[src/rtl/gcnt_pkg.sv]
package gcnt_pkg;
  localparam int GW = 3;
  localparam int GSTATES = 1 << GW;
  typedef logic [GW-1:0] gcode_t;

  // Gray to binary: each binary bit is the XOR of all Gray bits at or above it
  function automatic gcode_t gray_to_bin(gcode_t g);
    gcode_t b;
    b[GW-1] = g[GW-1];
    for (int i = GW - 2; i >= 0; i--) begin
      b[i] = b[i+1] ^ g[i];
    end
    return b;
  endfunction

  function automatic gcode_t bin_to_gray(gcode_t b);
    return b ^ (b >> 1);
  endfunction

  // One place forward or backward through the code, wrapping modulo GSTATES
  function automatic gcode_t gray_step(gcode_t g, logic fwd);
    gcode_t b;
    b = gray_to_bin(g);
    b = fwd ? b + gcode_t'(1) : b - gcode_t'(1);
    return bin_to_gray(b);
  endfunction
endpackage

[src/rtl/gcnt_next.sv]
module gcnt_next
  import gcnt_pkg::*;
(
  input  gcode_t cur,
  input  logic   fwd,
  output gcode_t nxt
);
  assign nxt = gray_step(cur, fwd);
endmodule

[src/rtl/gcnt_reg.sv]
module gcnt_reg
  import gcnt_pkg::*;
(
  input  logic   clk,
  input  logic   rst,
  input  logic   load,
  input  gcode_t d,
  output gcode_t q
);
  always_ff @(posedge clk) begin
    if (rst) begin
      q <= '0;
    end else if (load) begin
      q <= d;
    end
  end
endmodule

[src/rtl/gray_updn_counter.sv]
module gray_updn_counter
  import gcnt_pkg::*;
(
  input  logic          clk,
  input  logic          rst,
  input  logic          en,
  input  logic          up,
  output logic [GW-1:0] gray_q
);
  // Named internal events for the checker
  logic   step_fire;
  gcode_t nxt_code;
  gcode_t cur_code;

  assign step_fire = en & ~rst;

  gcnt_next u_next (
    .cur (cur_code),
    .fwd (up),
    .nxt (nxt_code)
  );

  gcnt_reg u_reg (
    .clk  (clk),
    .rst  (rst),
    .load (step_fire),
    .d    (nxt_code),
    .q    (cur_code)
  );

  assign gray_q = cur_code;
endmodule

[config.mk]
export PLATFORM = sky130hd
export DESIGN_NAME = gray_updn_counter
export DESIGN_NICKNAME = d
export VERILOG_FILES = /design/src/rtl/gcnt_pkg.sv /design/src/rtl/gcnt_next.sv /design/src/rtl/gcnt_reg.sv /design/src/rtl/gray_updn_counter.sv
export SDC_FILE = /design/constraint.sdc
export NUM_CORES = 1
export LEC_CHECK = 0
export CAP_MARGIN = 10
export CORE_AREA = 2 2 39 41
export CTS_CLUSTER_DIAMETER = 50
export CTS_CLUSTER_SIZE = 28
export DETAILED_ROUTE_END_ITERATION = 6
export DIE_AREA = 0 0 41 43
export PLACE_DENSITY = 0.34
export SETUP_SLACK_MARGIN = 0.02
export SYNTH_ARGS = -nofsm -noshare
export SYNTH_HDL_FRONTEND = slang
export SYNTH_SLANG_ARGS = --single-unit
[constraint.sdc]
create_clock -name clk -period 0.8 [get_ports clk]
set_input_delay 0.16 -clock clk [delete_from_list [all_inputs] [get_ports clk]]
set_output_delay 0.16 -clock clk [all_outputs]
set_load 0.005 [all_outputs]
Word-level counts from Yosys, hierarchy flattened. Cells that the tools add are included.

Memories kept: 0. Word-level logic and storage cells: 9. Bits in read-only memories: 0. Bits in latches: 0. Register bits after elaboration: 3. Input bits: 4. Memory bits (writable): 0. Output and inout bits: 3.

$add $sub $neg: 2. Multiply operators: 0. $lt $le $gt $ge: 0. Div/mod/pow operators: 0. Reduce and logical (&&, ||, !) cells: 0. Multiplexer cells: 1. Equal/unequal tests: 0. Shifts and indexed selects: 0. Bitwise gates (word level): 5.

Operators by type and width (number): 3-bit by 1-bit adder with 3-bit output, second input constant (1); 3-bit 2-to-1 mux (1); 3-bit by 1-bit subtractor with 3-bit output, second input constant (1); 3-bit by 2-bit XOR with 3-bit output (1); 1-bit XOR (2); 1-bit AND (1); 1-bit NOT (1).

Longest topological paths before layout. Gate-level depths: netlist of run 1.

Depth after elaboration: 5. Gate-level depth with buffers: 3. Mapped depth without buffers: 3.

Hierarchy. From an unflattened synthesis of run 1, not the netlist that was laid out.

Cell total of the unflattened synthesis: 17. Area total of the unflattened synthesis: 158.9 um2.

By module, submodules not included: gcnt_reg (area an instance 101.3 um2, seq. area each 60.1 um2, instances 1, cells an instance 9); gcnt_next (area an instance 43.8 um2, seq. area each 0.0 um2, instances 1, cells an instance 7); gray_updn_counter (area an instance 13.8 um2, seq. area each 0.0 um2, instances 1, cells an instance 1).

Worst setup path before layout of run 1. OpenSTA, ideal clock, no wires.

Path kind: flip-flop to flip-flop. From: register u_reg.q[0]. To: register u_reg.q[2]. Data required time: 686 ps. Data arrival time: 734 ps. Setup slack: -48 ps. Library setup time: 114 ps. Stages on the path, launching flop included: 4. Path through: dfxtp_1 -> and2b_1 -> mux2i_1 -> nor2_1.

Word-level cells in the longest chain between the ends: 4. Elaborated cells between the ends (all ways): 5. Classes of those cells: 2 x add/sub; 1 x mux; 2 x bitwise.

RTL lines: start, declared (RTL line gcnt_reg.sv:8) `output gcode_t q`; start signal, assigned (RTL line gcnt_reg.sv:12) `q <= '0;`; start signal, assigned (RTL line gcnt_reg.sv:14) `q <= d;`; 1-bit XOR (*) (RTL line gcnt_pkg.sv:11) `b[i] = b[i+1] ^ g[i];`; 3-bit by 1-bit subtractor with 3-bit output or 3-bit by 1-bit adder with 3-bit output (tied branches) (RTL line gcnt_pkg.sv:24) `b = fwd ? b + gcode_t'(1) : b - gcode_t'(1);`; 3-bit 2-to-1 mux (*) (RTL line gcnt_pkg.sv:24); 3-bit by 2-bit XOR with 3-bit output (*) (RTL line gcnt_pkg.sv:17) `return b ^ (b >> 1);`.

Every way passes the cells marked *; elsewhere a longest branch is shown, timed or not. A chain may end at the register's enable or synchronous reset.

Worst setup path after layout of run 1.
From: input rst. To: register u_reg.q[0].

Word-level cells in the longest chain between the ends: 2.

RTL lines: start, declared (RTL line gray_updn_counter.sv:5) `input logic rst,`; 1-bit NOT (RTL line gray_updn_counter.sv:15) `assign step_fire = en & ~rst;`; 1-bit AND (RTL line gray_updn_counter.sv:15).

Several ways; a longest one is shown, not always the timed one.

==> results of run 1 <==
synth_stat cells:
library cell / instances
dfxtp_1: 3
a21oi_1: 1
and2b_1: 1
xnor2_1: 2
nor2_1: 2
nand4b_1: 1
nand2b_1: 1
nand2_1: 1
mux2i_1: 1
a311oi_1: 1
o221ai_1: 1
kinds of logic after synthesis:
group,after synthesis
XOR/XNOR,2
AO/OA/AOI/OAI,3
multiplexers,1
flip-flops,3
AND/OR/NAND/NOR,6
per-layer routing:
| layer | vias to the layer above | global-route usage (%) | share of wire [%] |
|---|---|---|---|
| li1 | 85 | - | - |
| met1 | 84 | 7.72 | 46 |
| met2 | 7 | 6.88 | 45 |
| met3 | 0 | 4.19 | 8.9 |
| met4 | 0 | 6.00 | 0 |
| met5 | - | 0 | 0 |
worst min-delay path by stage:
stage                     cells after the start                 endpoint                    start
after detailed placement                      2  u_reg.q[1]$_SDFFE_PP0P_  u_reg.q[0]$_SDFFE_PP0P_
after CTS                                     3  u_reg.q[1]$_SDFFE_PP0P_                       en
after floorplan                               1  u_reg.q[1]$_SDFFE_PP0P_                      rst
after global placement                        2  u_reg.q[1]$_SDFFE_PP0P_  u_reg.q[0]$_SDFFE_PP0P_
after global routing                          3  u_reg.q[1]$_SDFFE_PP0P_                       en
final                                         3  u_reg.q[1]$_SDFFE_PP0P_                       en
cell type report:
type,count,area share [%]
Clock buffer,4,8.05
Multi-Input combinational cell,12,35.6
Sequential cell,3,19.5
Tap cell,16,6.13
Timing Repair Buffer,11,30.7
through the flow:
step                      cell area (µm²)  cells  setup WS, ps  hold WS, ps  util (%)
after floorplan                       154     15         -34.5          225         -
after global routing                  327     46          -117          482      23.6
after CTS                             293     45         -97.9          441      21.2
final                                 327     46         -93.6          465      23.6
after global placement                264     41          -388          546      19.1
after detailed placement              264     41          -395          558      19.1
report_power, final:
part	switching, W	internal (W)	leakage [nW]
Sequential	0.0000102	0.000166	0.0258
Clock	0.0000730	0.000187	0.0150
Combinational	0.0000596	0.0000958	0.0966
cells in the final DEF, fill, tap and decap left out:
master           count
a21oi_1              1
a311oi_2             1
and2b_1              1
buf_2                1
buf_4                3
buf_6                4
clkbuf_1             1
clkbuf_4             3
clkdlybuf4s50_1      1
dfxtp_2              3
dlygate4sd2_1        2
mux2i_1              1
nand2_1              1
nand2b_1             1
nand4b_1             1
nor2_1               2
o221ai_1             1
xnor2_2              1
xnor2_4              1
timing repair:
item,CTS,global route
buffers inserted,0,1
gates resized for setup,18,4
hold buffers,0,0
pin swaps,2,3
hold endpoints to repair,0,0
endpoints found under the setup margin,6,6
worst max-delay path, cell delays in order:
cell	delay (ps)
clkdlybuf4s50_1	580
nand2b_1	140
o221ai_1	120
==> flow_summary.ini, run 1 <==
[die]
core_um2 = 1380
initial_core_util_pct = 10.4
io_pins = 7
fp-row-count = 14
die_area_um2 = 1760
die_w_um = 41
die_y_um = 43

[clocking]
cts.path.max_buffers = 2
clock_latency_ps = 230
cts.sinks = 3
path_clk_slew_ps = 40
cts_tree = built
htreeDepth = 1
cts_root_buf = clkbuf_4
numCtsBuffers = 3

[route]
drc = 0
dr.pass1.iters = 2
ant_nets = 0
post_drt_wl_per_cell_um = 9.24
vias = 176
viasPerCell = 3.83
finalWirelength_um = 425
drtIter0Drc = 1

[power_and_ir_drop]
power_density_nw_per_um2 = 1810
leakage_nw = 0.137
peakVddDrop_v = 0.000695
p_total_w = 0.000592

[outcome]
violations = setup timing
outcome = complete, but fails checks

[timing]
rsz0062_at_grt = true
tns_ps = -296
worst_pin_slew_ps = 266
worst_slack_ps = -93.6
drv_slew = 0
final_hold_viol_count = 0
post-route-min-period_ps = 894
max_slew_margin_pct = 82.3
setup_violations = 6
fmax_mhz = 1120
worst_clock_skew_ps = 2.22
timing.final.crit_share_pct = 112

[layout]
num-nets-final = 35
reg_top3 = u_reg.q (3)
antenna_cells = 0
fillCellCount = 152
syn2layout_area_growth_pct = 127
final-seq-area_um2 = 63.8
top_register = u_reg.q
multi_input_area_um2 = 116
drive_above_1_share_pct = 56.7
largest_register_ff_count = 3

[setup_path]
endpoint = u_reg.q[0]$_SDFFE_PP0P_
arrival_ps = 990
reg2reg_setup_slack_ps = -90
crit_start = rst
r2r_cells = 4
setup.worst_path.class = in -> reg
reg2reg_from = u_reg.q[1]$_SDFFE_PP0P_
cp_data_required_time_ps = 890
r2r-end = u_reg.q[0]$_SDFFE_PP0P_
endpoint_kind = flop
crit_fanout = 5
startpoint_type = primary input

[synth]
synth_top_cell_by_area = dfxtp_1
synth.cell_area_um2 = 144
yosys_warnings = 0
synth-compound-area-share_pct = 15.7
syn_avg_cell_area_um2 = 9.59
yosys_register_bits = 3
synth_top_family_by_area = simple AND/OR/NAND/NOR gates
seq_area_frac_synth_pct = 41.7
synthCells = 15
synth_cell_types = 11
yosys.area_share.simple_pct = 23.5
synthTopCellsByArea = dfxtp_1 42%, xnor2_1 12%, mux2i_1 7.0%
synth_adder_area_share_pct = 0
syn-num-nets = 19
synthMuxAreaShare_pct = 6.96
synth-xor-area-share_pct = 12.2
yosysTopAreaCellShare_pct = 41.7

[min_path]
min_path_type = in -> reg

[grt]
grt_usage_pct = 6.33
grt_max_degree = 6
grt_pass1_vias = 172
grt_overflow_total = 0
antenna_found_initial = 0
grt_first_pass_wirelength_um = 683

[placed_design]
io_buffers = 6
routabilityCongestion = 0.669

[job]
cap_viol_max_count = 0
No activity file was read; power rests on OpenSTA's default activity.
==> inputs of run 2 (changes only) <==
- DONT_BUFFER_PORTS: not set -> 1
- PLACE_DENSITY: 0.34 -> 0.3
==> flow_summary.ini, run 2 (same netlist as run 1, synthesis figures left out) <==
[clocking]
cts_tree = built
htreeDepth = 1
numCtsBuffers = 3
post-cts-setup-buffer-count = 0
clock_latency_ps = 230
cts.path.max_buffers = 2
path_clk_slew_ps = 40
cts_root_buf = clkbuf_4
cts.sinks = 3

[timing]
timing.final.crit_share_pct = 109
worst_clock_skew_ps = 0.748
fmax_mhz = 1150
rsz0062_at_grt = true
final_hold_viol_count = 0
whs_ps = 39.8
post-route-min-period_ps = 870
setup_violations = 6
drv_slew = 0
max_slew_margin_pct = 85.4
worst_pin_slew_ps = 217
worst_slack_ps = -69.9

[power_and_ir_drop]
p_sw_w = 0.000133
power_density_nw_per_um2 = 2020
p_clk_share_pct = 49.3
internal_power_w = 0.000415
peakVddDrop_v = 0.000775
seqPwrFrac_pct = 33.4
combPwrFrac_pct = 17.4
p_total_w = 0.000548
power_switching_share_pct = 24.2
leakage_nw = 0.0992

[die]
die_y_um = 43
io_pins = 7
die_w_um = 41
fp-row-count = 14
die_area_um2 = 1760
initial_core_util_pct = 10.4
core_um2 = 1380

[setup_path]
crit_chain = buf_6
path_buf_inv = 1
startpoint_type = flop
critPathMaxStageDelay_ps = 380
endpoint_kind = output pin
arrival_ps = 710
cp_data_required_time_ps = 640
cp_top_family = flip-flops
setup.worst_path.class = reg -> out
crit_fanout = 3
slowest_stage = dfxtp_4

[grt]
grt_first_pass_wirelength_um = 600
grt_max_degree = 7
antenna_found_initial = 0
grt_pass1_vias = 151
grt_usage_pct = 5.81
grt_overflow_total = 0

[layout]
final_common_cell = clkbuf_4
antenna_cells = 0
drive_above_1_share_pct = 52.2
num-nets-final = 28
syn2layout_area_growth_pct = 88.7
largest_register_ff_count = 3
reg_top3 = u_reg.q (3)
design_area_um2 = 272
top_register = u_reg.q
fillCellCount = 157
final_cells = 39
final_cell_mix = 3 x clkbuf_4, 2 x nor2_1, 2 x buf_6, 2 x dfxtp_4

[route]
viasPerCell = 3.90
finalWirelength_um = 435
post_drt_wl_per_cell_um = 11.2
vias = 152
dr.pass1.iters = 4
ant_nets = 0
drc = 0
drtIter0Drc = 7

[outcome]
violations = setup timing
outcome = complete, but fails checks

[placed_design]
routabilityCongestion = 0.550
dp.cells = 34
io_buffers = 0
dpl_cell_area_um2 = 196

[min_path]
min_path_type = in -> reg

[job]
cap_viol_max_count = 0
## run 2: what timing repair did
| item | 4_1_cts | 5_1_grt |
|---|---|---|
| hold buffers | 1 | 0 |
| resized for setup | 5 | 3 |
| pin swaps | 3 | 2 |
| hold endpoints to repair | 2 | 0 |
| setup endpoints to repair | 6 | 6 |
## run 2: worst register-to-register path: stages (launching register included)
cell and delay (ps):
dfxtp_2 310, and2b_1 190, mux2i_1 180, nor2_1 60
## run 2: power by group through the flow
| stage | clock, W | sequential (W) | combinational (W) |
|---|---|---|---|
| after floorplan | 0 | 0.000183 | 0.0000421 |
| after global placement | 0 | 0.000182 | 0.0000706 |
| after detailed placement | 0 | 0.000182 | 0.0000727 |
| after CTS | 0.000285 | 0.000180 | 0.0000868 |
| after global routing | 0.000299 | 0.000186 | 0.000103 |
| final | 0.000270 | 0.000183 | 0.0000951 |
## run 2: worst paths after layout
| check | cells after the start | slack, ps | start | endpoint |
|---|---|---|---|---|
| worst max-delay path | 1 | -70 | u_reg.q[1]$_SDFFE_PP0P_ | gray_q[1] |
| worst min-delay path | 1 | 40 | en | u_reg.q[1]$_SDFFE_PP0P_ |
| worst max register to register | 3 | -60 | u_reg.q[0]$_SDFFE_PP0P_ | u_reg.q[2]$_SDFFE_PP0P_ |
| worst min register to register | 2 | 540 | u_reg.q[0]$_SDFFE_PP0P_ | u_reg.q[1]$_SDFFE_PP0P_ |
## run 2: per-stage QoR
stage	setup TNS, ps	util (%)	setup WS, ps
3_3_place_gp	-109	14.2	-55.4
6_report	-308	19.6	-69.9
2_1_floorplan	-34.5	-	-34.5
5_1_grt	-545	19.6	-110
3_5_place_dp	-185	14.2	-80.0
4_1_cts	-352	18.1	-70.3
## run 2: cell type report
| class | count | area, µm² | share of cell area [%] |
|---|---|---|---|
| well taps | 16 | 20.0 | 7.37 |
| flip-flops and latches | 3 | 68.8 | 25.3 |
| multi-input cells | 12 | 116 | 42.9 |
| repair buffers | 4 | 40.0 | 14.7 |
| clock buffers | 4 | 26.3 | 9.68 |
## run 2: per-layer routing
| metal | part of all wire [%] | global-route usage (%) | up-vias |
|---|---|---|---|
| li1 | - | - | 71 |
| met1 | 36 | 7.03 | 71 |
| met3 | 18 | 7.85 | 0 |
| met5 | 0 | 0 | - |
| met4 | 0 | 2.00 | 0 |
| met2 | 46 | 5.63 | 10 |
